==> src/rtl/i2c_scl_pkg.sv <==
package i2c_scl_pkg;
  typedef enum logic [2:0] {
    ST_IDLE = 3'd0,  // line released, no activity
    ST_HOLD = 3'd1,  // parked with line pulled low
    ST_LOW  = 3'd2,  // timing low interval
    ST_REL  = 3'd3,  // released, waiting for line high
    ST_HIGH = 3'd4   // timing high interval
  } scl_state_e;
endpackage

==> src/rtl/i2c_scl_sync.sv <==
module i2c_scl_sync #(
  parameter int STAGES = 2
) (
  input  logic clk_i,
  input  logic rst_ni,
  input  logic d_i,
  output logic q_o
);
  logic [STAGES-1:0] sync_q;

  always_ff @(posedge clk_i or negedge rst_ni) begin
    if (!rst_ni) sync_q <= '1;  // idle bus reads high
    else         sync_q <= {sync_q[STAGES-2:0], d_i};
  end

  assign q_o = sync_q[STAGES-1];
endmodule

==> src/rtl/i2c_scl_baud.sv <==
module i2c_scl_baud #(
  parameter int CNT_W    = 7,
  parameter int TICK_DIV = 4
) (
  input  logic             clk_i,
  input  logic             rst_ni,
  input  logic             run_i,
  input  logic             cnt_run_i,
  input  logic             load_i,
  input  logic [CNT_W-1:0] reload_i,
  output logic             tick_o,
  output logic             ovf_o
);
  localparam int PRE_W = (TICK_DIV > 1) ? $clog2(TICK_DIV) : 1;
  localparam logic [CNT_W-1:0] CNT_ONE = CNT_W'(1);

  logic [CNT_W-1:0] cnt_q;
  logic [CNT_W-1:0] load_val;

  generate
    if (TICK_DIV > 1) begin : g_pre
      localparam logic [PRE_W-1:0] PRE_LAST = PRE_W'(TICK_DIV - 1);
      logic [PRE_W-1:0] pre_q;
      always_ff @(posedge clk_i or negedge rst_ni) begin
        if (!rst_ni)                pre_q <= '0;
        else if (!run_i || load_i)  pre_q <= '0;
        else if (pre_q == PRE_LAST) pre_q <= '0;
        else                        pre_q <= pre_q + PRE_W'(1);
      end
      assign tick_o = run_i && (pre_q == PRE_LAST);
    end else begin : g_nopre
      assign tick_o = run_i;
    end
  endgenerate

  // zero reload behaves as one count
  assign load_val = (reload_i == '0) ? CNT_ONE : reload_i;

  always_ff @(posedge clk_i or negedge rst_ni) begin
    if (!rst_ni)                                    cnt_q <= CNT_ONE;
    else if (load_i)                                cnt_q <= load_val;
    else if (tick_o && cnt_run_i && cnt_q != CNT_ONE) cnt_q <= cnt_q - CNT_ONE;
  end

  assign ovf_o = tick_o && cnt_run_i && (cnt_q == CNT_ONE);

  assert_cnt_frozen_R3: assert property (@(posedge clk_i) disable iff (!rst_ni)
    (run_i && !cnt_run_i && !load_i) |=> $stable(cnt_q));

  assert_cnt_nonzero_R6: assert property (@(posedge clk_i) disable iff (!rst_ni)
    cnt_q != '0);
endmodule

==> src/rtl/i2c_scl_gen.sv <==
module i2c_scl_gen
  import i2c_scl_pkg::*;
#(
  parameter int CNT_W       = 7,
  parameter int TICK_DIV    = 4,
  parameter int NBITS       = 9,
  parameter int SYNC_STAGES = 2
) (
  input  logic             clk_i,
  input  logic             rst_ni,
  input  logic             en_i,
  input  logic [CNT_W-1:0] reload_i,
  input  logic             start_i,
  input  logic             rstart_i,
  input  logic             stop_i,
  input  logic             byte_i,
  input  logic             scl_i,
  output logic             scl_pull_o,
  output logic             low_done_o,
  output logic             high_done_o
);
  localparam int LEFT_W = $clog2(NBITS + 1);
  localparam logic [LEFT_W-1:0] LEFT_ONE  = LEFT_W'(1);
  localparam logic [LEFT_W-1:0] LEFT_BYTE = LEFT_W'(NBITS);

  scl_state_e        st_q, st_d;
  logic [LEFT_W-1:0] left_q, left_d;
  logic              stop_q, stop_d;
  logic              pull_q, pull_d;
  logic              lo_q, lo_d, hi_q, hi_d;
  logic              load, run, cnt_run, tick, ovf, scl_s;

  i2c_scl_sync #(.STAGES(SYNC_STAGES)) u_sync (
    .clk_i (clk_i),
    .rst_ni(rst_ni),
    .d_i   (scl_i),
    .q_o   (scl_s)
  );

  assign run     = (st_q == ST_LOW) || (st_q == ST_REL) || (st_q == ST_HIGH);
  assign cnt_run = (st_q != ST_REL);

  i2c_scl_baud #(.CNT_W(CNT_W), .TICK_DIV(TICK_DIV)) u_baud (
    .clk_i    (clk_i),
    .rst_ni   (rst_ni),
    .run_i    (run),
    .cnt_run_i(cnt_run),
    .load_i   (load),
    .reload_i (reload_i),
    .tick_o   (tick),
    .ovf_o    (ovf)
  );

  always_comb begin
    st_d   = st_q;
    left_d = left_q;
    stop_d = stop_q;
    pull_d = pull_q;
    lo_d   = 1'b0;
    hi_d   = 1'b0;
    load   = 1'b0;
    if (!en_i) begin
      st_d   = ST_IDLE;
      left_d = '0;
      stop_d = 1'b0;
      pull_d = 1'b0;
    end else begin
      unique case (st_q)
        ST_IDLE: if (start_i) begin
          st_d   = ST_REL;
          left_d = LEFT_ONE;
        end
        ST_HOLD: begin
          // priority: stop, repeated start, byte
          if (stop_i) begin
            st_d = ST_LOW; load = 1'b1; stop_d = 1'b1; left_d = LEFT_ONE;
          end else if (rstart_i) begin
            st_d = ST_LOW; load = 1'b1; left_d = LEFT_ONE;
          end else if (byte_i) begin
            st_d = ST_LOW; load = 1'b1; left_d = LEFT_BYTE;
          end
        end
        ST_LOW: if (ovf) begin
          st_d   = ST_REL;
          pull_d = 1'b0;
          lo_d   = 1'b1;
        end
        ST_REL: if (tick && scl_s) begin
          st_d = ST_HIGH;
          load = 1'b1;  // high time starts only once line seen high
        end
        ST_HIGH: if (ovf) begin
          hi_d = 1'b1;
          if (stop_q) begin
            st_d = ST_IDLE; stop_d = 1'b0; left_d = '0;
          end else if (left_q > LEFT_ONE) begin
            st_d = ST_LOW; load = 1'b1; pull_d = 1'b1; left_d = left_q - LEFT_ONE;
          end else begin
            st_d = ST_HOLD; pull_d = 1'b1; left_d = '0;
          end
        end
        default: st_d = ST_IDLE;
      endcase
    end
  end

  always_ff @(posedge clk_i or negedge rst_ni) begin
    if (!rst_ni) begin
      st_q   <= ST_IDLE;
      left_q <= '0;
      stop_q <= 1'b0;
      pull_q <= 1'b0;
      lo_q   <= 1'b0;
      hi_q   <= 1'b0;
    end else begin
      st_q   <= st_d;
      left_q <= left_d;
      stop_q <= stop_d;
      pull_q <= pull_d;
      lo_q   <= lo_d;
      hi_q   <= hi_d;
    end
  end

  assign scl_pull_o  = pull_q;
  assign low_done_o  = lo_q;
  assign high_done_o = hi_q;

  assert_rel_released_R3: assert property (@(posedge clk_i) disable iff (!rst_ni)
    (st_q == ST_REL) |-> !scl_pull_o);

  assert_no_high_while_low_R3: assert property (@(posedge clk_i) disable iff (!rst_ni)
    (st_q == ST_REL && !scl_s) |=> (st_q != ST_HIGH));

  assert_low_done_edge_R2: assert property (@(posedge clk_i) disable iff (!rst_ni)
    low_done_o |-> (!scl_pull_o && $past(scl_pull_o)));

  assert_high_done_from_high_R5: assert property (@(posedge clk_i) disable iff (!rst_ni)
    high_done_o |-> $past(st_q == ST_HIGH));

  assert_strobe_excl_R5: assert property (@(posedge clk_i) disable iff (!rst_ni)
    $onehot0({low_done_o, high_done_o}));

  assert_disable_release_R12: assert property (@(posedge clk_i) disable iff (!rst_ni)
    !en_i |=> (!scl_pull_o && !low_done_o && !high_done_o));
endmodule

==> config.mk <==
export PLATFORM = sky130hd
export DESIGN_NAME = i2c_scl_gen
export DESIGN_NICKNAME = d
export VERILOG_FILES = /design/src/rtl/i2c_scl_pkg.sv /design/src/rtl/i2c_scl_sync.sv /design/src/rtl/i2c_scl_baud.sv /design/src/rtl/i2c_scl_gen.sv
export SDC_FILE = /design/constraint.sdc
export NUM_CORES = 1
export LEC_CHECK = 0
export CORE_MARGIN = 4
export CORE_UTILIZATION = 30
export CTS_CLUSTER_DIAMETER = 80
export DETAILED_ROUTE_END_ITERATION = 6
export PLACE_DENSITY_LB_ADDON = 0.25
export SETUP_SLACK_MARGIN = 0.1
export SLEW_MARGIN = 30
export SYNTH_ARGS = -nofsm -noshare
export SYNTH_HDL_FRONTEND = slang
export SYNTH_SLANG_ARGS = --single-unit
==> constraint.sdc <==
create_clock -name clk_i -period 2.6 [get_ports clk_i]
set_input_delay 0.26 -clock clk_i [delete_from_list [all_inputs] [get_ports clk_i]]
set_output_delay 0.26 -clock clk_i [all_outputs]
set_load 0.05 [all_outputs]
==> metrics.yaml, run 1 <==
status: "completed"
arrival_ns: 2.42
antenna_found_initial: 0
maxSlewHeadroom: 0.641
cts_tree: "done"
cts_hold_buffers: 0
synth_cell_types: 51
grt_use_total: 0.119
numCtsBuffers: 3
crit_slowest_cell: "dfstp_2"
path_delay_family: "simple AND/OR/NAND/NOR gates"
synth_top_cell_area_share: 0.356
critical_path_class: "flop to flop"
p_leak_nw: 0.637
fp.dieW_um: 74.7
die_area_sq_mm: 0.00558
fin_nets: 181
rsz0062_at_grt: "false"
async_flop_share: 1.00
gr-total-overflow: 0
syn_area_sq_mm: 0.00133
vias: 1121
max_freq_mhz: 453
yosys_most_used_dff: "dfrtp_1"
netlist_top_cells_area: "dfrtp_1 (36%), dfstp_2 (5.9%), ha_1 (4.7%)"
area_delta_synth_final_pct: 21.0
start_util: 0.322
grt_max_degree: 23
drv_slew: 0
fin_area_sq_mm: 0.00161
postSynthCellCount: 141
hold_viol: 0
route.detailed.drc: 0
avgSynthCellArea_sq_um: 9.46
end_kind: "flop"
cts_buffer_depth: 2
vdd_drop_max_v: 0.000380
whs_ns: 0.336
r2r_start: "u_baud.cnt_q[0]"
routed_wl_um: 2960
maxCapViolCount: 0
cts_htree_levels: 1
clock_sinks: 22
crit_required_ns: 2.81
fin_crit_sh: 0.850
grt_pass1_wl_um: 5230
yosysWarningCount: 0
layout-drive-gt1-share: 0.119
setup_viol: 0
slowest_delay_ns: 0.58
hold_class: "input port to asynchronous set/reset pin"
yosys_register_bits: 22
num-fill-cells: 414
crit_fanout: 7
drtIter0Drc: 85
cp_cell_sequence: "ha_1, nor3b_1, a31oi_4, and3b_1, and4b_4, o21a_1"
drtAntennaViolNets: 0
tightest_slew_ns: 0.537
placed_cell_area_sq_mm: 0.00154
yosys.area.top_type: "dfrtp_1"
path_buf_inv: 0
port_buffers: 17
gp_congestion: 0.840
coreArea_sq_mm: 0.00414
std_cell_rows: 23
cts_resized: 0
first_pass_iters: 4
clock-root-buffer: "clkbuf_8"
finalSetupTns_ns: 0
p_per_area_mw_per_mm2: 700
skew_ns: 0.00647
chipHeight_um: 74.7
synth-edff-count: 0
n_antenna_cell: 0
post_drt_wl_per_cell_um: 14.1
cp-start-kind: "flop"
clk_latency_ns: 0.26
clk_pin_slew_worst_paths_ns: 0.09
ys_seq_area_frac: 0.416
ios: 18
synthesis.nets: 161
period_needed_ns: 2.21
grt_pass1_vias: 1186
worstSetupStartpoint: "u_baud.cnt_q[0]"
dp_hpwl_um: 2200
cts_setup_buffers: 0
via_per_inst: 5.34
-- metrics by stage --
stage                     cells  setup WS (ns)   util  total power [mW]
after global routing        210          0.269  0.389              1.21
after global placement      206          0.365  0.372             0.804
after floorplan             141          0.650      -             0.722
after CTS                   210          0.378  0.389              1.14
final                       210          0.390  0.389              1.13
after detailed placement    206          0.315  0.372             0.811
-- cell families (layout without fill, tap and decap cells) --
group / after synthesis / after routing / share of synthesized area
compound gates: 37 / 37 / 0.197
fa+ha+maj: 5 / 5 / 0.0469
flops: 22 / 22 / 0.416
xor+xnor: 3 / 3 / 0.0197
simple gates: 58 / 58 / 0.242
buf+inv: 14 / 33 / 0.0628
mux: 2 / 2 / 0.0159
-- layer usage --
layer,vias up,part of all wire,track usage
li1,555,-,-
met1,539,0.45,0.154
met2,25,0.50,0.203
met3,2,0.048,0.0294
met4,0,0.0044,0.0257
met5,-,0,0
-- registers in the layout, summed over array words and instances, names as in the netlist --
name                flops
stop_q                  1
scl_pull_o              1
left_q                  4
u_baud.g_pre.pre_q      2
high_done_o             1
st_q                    3
u_baud.cnt_q            7
low_done_o              1
u_sync.sync_q           2
-- cell usage in the layout, fill, tap and decap left out, types with 3 or more instances in the layout --
cell,count
nand2b_1,3
nor2_1,11
dfrtp_1,19
nor4_1,4
inv_1,7
dfstp_2,3
nand2_1,9
o21ai_1,3
nor3_1,9
o21ai_0,3
buf_4,4
clkbuf_8,3
ha_1,5
a21oi_1,11
nor2b_1,3
nand3_1,5
clkdlybuf4s50_1,17
-- power by group --
part | total (mW) | switching, mW | leakage (nW) | internal, mW
clock network | 0.322 | 0.117 | 0.0357 | 0.206
registers | 0.505 | 0.0861 | 0.281 | 0.419
logic | 0.302 | 0.160 | 0.321 | 0.142
-- synth_stat cells, drive strengths merged, types with 2 or more instances --
master  count
and2        2
a21oi      11
nand3       5
nor2b       3
nand2       9
nor4        4
o31ai       2
inv         7
o21ai       6
a21boi      2
a32oi       2
buf         6
dfrtp      19
dfstp       3
nand2b      3
nor3       10
a31oi       3
or3b        2
ha          5
xor2        2
nor2       11
a211oi      3
-- worst paths after layout --
| check | end | slack, ns | cells past startpoint |
|---|---|---|---|
| max reg2reg | left_q[2] | 0.39 | 6 |
| max in group asynchronous | u_baud.cnt_q[0] | 1.97 | 2 |
| min in group clk_i | u_sync.sync_q[1] | 0.36 | 0 |
| min reg2reg | u_sync.sync_q[1] | 0.36 | 0 |
| min | st_q[1] | 0.34 | 2 |
| max | left_q[2] | 0.39 | 6 |
-- worst register-to-register path: stages, from the launching register on --
cell	delay, ns
dfstp_2	0.58
ha_1	0.17
nor3b_1	0.47
a31oi_4	0.16
and3b_1	0.39
and4b_4	0.26
o21a_1	0.12
-- cell type report --
type	instances	area [sq um]	share of cell area
tap	50	62.6	0.0388
sequential	22	554	0.343
clock inverter	1	30.0	0.0186
multi-input combinational	105	696	0.431
timing repair buffer	21	200	0.124
inverter	8	30.0	0.0186
clock buffer	3	41.3	0.0256
No activity file was read; power rests on OpenSTA's default activity.
==> run 2, diff against run 1 <==
- clock period: 2.6 -> 2.1 ns (I/O delays scaled with it)
==> run 2 against run 1 <==
Hold slack lost 0.086 ns; count of clock-buffer cells in the layout is the same; sequential cell count is the same; maximum frequency grew 14%; die area is the same; critical path depth grew 1; worst setup slack lost 0.23 ns; sequential share of layout area shrank 2.5 points; non-clock buffer count grew 14; total power grew 29%; routed wire length grew 4.9%; via count grew 3.5%; critical path type unchanged; critical endpoint unchanged; highest routed layer unchanged.
==> metrics.yaml, run 2 (synthesis gave the netlist of run 1 again) <==
final_cell_mix: "dfrtp_1 (19), clkdlybuf4s50_1 (17), buf_4 (17)"
placed_cell_area_sq_mm: 0.00163  # +5.8%
multiInputGateArea_sq_um: 716  # +2.9%
largest_reg_flops: 7  # unchanged
hold_class: "input port to asynchronous set/reset pin"
port_buffers: 17  # unchanged
crit_slowest_cell: "dfstp_2"
period_needed_ns: 1.94  # -0.266 ns
maxSlewHeadroom: 0.671  # +0.0296
post_drt_wl_per_cell_um: 13.8  # -1.7%
setup_viol: 0  # unchanged
vias: 1160  # +3.5%
end_kind: "flop"
fin_crit_sh: 0.925  # +0.0755
die_area_sq_mm: 0.00558  # unchanged
ios: 18  # unchanged
coreArea_sq_mm: 0.00414  # unchanged
num-fill-cells: 416  # +0.48%
grt_pass1_wl_um: 5420  # +3.6%
cts_buffer_depth: 2  # unchanged
start_util: 0.322  # unchanged
dp_hpwl_um: 2480  # +13%
arrival_ns: 2.14  # -0.28 ns
fin_area_sq_mm: 0.00174  # +8.0%
slowest_delay_ns: 0.55  # -0.03 ns
largest_registers: "u_baud.cnt_q x7, left_q x4, st_q x3"
grt_max_degree: 15  # -35%
tightest_slew_ns: 0.493  # -0.0448 ns
power_mw: 1.46  # +29%
routed_wl_um: 3100  # +4.9%
crit_required_ns: 2.30  # -0.51 ns
clk_pin_slew_worst_paths_ns: 0.08  # about the same
seqCellArea_sq_um: 554  # unchanged
fin_nets: 195  # +7.7%
cp_cell_sequence: "ha_1, nor3b_1, buf_4, a31oi_4, and3b_2, and4b_4, o21a_1"
via_per_inst: 5.18  # -3.0%
hold_viol: 0  # unchanged
first_pass_iters: 4  # unchanged
cts_tree: "done"
clock-root-buffer: "clkbuf_8"
gp_congestion: 0.817  # -2.7%
finalSetupTns_ns: 0  # unchanged
grt_pass1_vias: 1233  # +4.0%
grt_use_total: 0.126  # +0.00645
antenna_found_initial: 0  # unchanged
clk_latency_ns: 0.26  # about the same
p_per_area_mw_per_mm2: 838  # +20%
p_leak_nw: 0.715  # +12%
chipHeight_um: 74.7  # unchanged
drtIter0Drc: 161  # +89%
fp.dieW_um: 74.7  # unchanged
crit_fanout: 7  # unchanged
route.detailed.drc: 0  # unchanged
status: "completed"
layout_commonest_cell: "dfrtp_1"
cts_htree_levels: 1  # unchanged
numCtsBuffers: 3  # unchanged
top_register: "u_baud.cnt_q"
skew_ns: 0.00552  # -0.000950 ns
maxCapViolCount: 0  # unchanged
vdd_drop_max_v: 0.000348  # -8.4%
std_cell_rows: 23  # unchanged
critical_path_class: "flop to flop"
cp-start-kind: "flop"
drv_slew: 0  # unchanged
max_freq_mhz: 515  # +14%
area_delta_synth_final_pct: 30.7
drtAntennaViolNets: 0  # unchanged
layout-drive-gt1-share: 0.218  # +0.0996
fin_util: 0.421  # +0.0311
clock_sinks: 22  # unchanged
gr-total-overflow: 0  # unchanged
rsz0062_at_grt: "true"
n_antenna_cell: 0  # unchanged
[run 2: per-stage QoR]
stage	hold slack [ns]	worst slack, ns	std cells
finish	0.250	0.156	224
global route	0.281	0.0501	224
CTS	0.258	0.103	222
detailed placement	0.347	0.0620	218
global placement	0.347	0.119	218
floorplan	-0.0856	0.150	141
[run 2: final cells by class]
cell class                 instances  area share
multi-input combinational        105       0.411
sequential                        22       0.318
timing repair buffer              35       0.177
tap                               50      0.0359
clock buffer                       3      0.0237
clock inverter                     1      0.0172
inverter                           8      0.0172
[run 2: power breakdown]
part / switching, mW / internal (mW)
registers: 0.0898 / 0.518
clock network: 0.138 / 0.254
logic: 0.232 / 0.226
total: 0.461 / 0.999
[run 2: worst paths after layout]
check | from | to | slack [ns] | cells past startpoint
max in group asynchronous | rst_ni | u_baud.cnt_q[2] | 1.31 | 2
max | u_baud.cnt_q[0] | left_q[2] | 0.16 | 7
min | rst_ni | st_q[1] | 0.25 | 1
min in group clk_i | scl_i | u_sync.sync_q[0] | 0.35 | 1
max reg2reg | u_baud.cnt_q[0] | left_q[2] | 0.16 | 7
min reg2reg | u_sync.sync_q[0] | u_sync.sync_q[1] | 0.36 | 0
[run 2: worst max-delay path, delay by kind of cell (launching register included)]
family / cells / cell delay (ns)
adder cells (fa/ha/maj): 1 / 0.16
flip-flops: 1 / 0.55
AO/OA/AOI/OAI: 2 / 0.22
buffers and inverters: 1 / 0.16
AND/OR/NAND/NOR: 3 / 0.79
[run 2: what timing repair did]
action                                  in CTS  in global routing
endpoints found under the setup margin       2                 12
pin swaps                                    0                  2
setup buffers                                0                  2
hold buffers                                 0                  0
gates resized for setup                      1                  7
[run 2: routing by layer]
layer,track usage,vias to the layer above,wire [um]
met5,0,-,0
met4,0.0395,0,29
met3,0.0254,4,129
met2,0.213,21,1530
met1,0.162,555,1420
li1,-,580,-
==> run 3, diff against run 2 <==
- CTS_BUF_LIST: default -> sky130_fd_sc_hd__clkbuf_4 sky130_fd_sc_hd__clkbuf_8
==> results of run 3 <==
No change in the layout: final DEF, timing and power equal those of run 2.
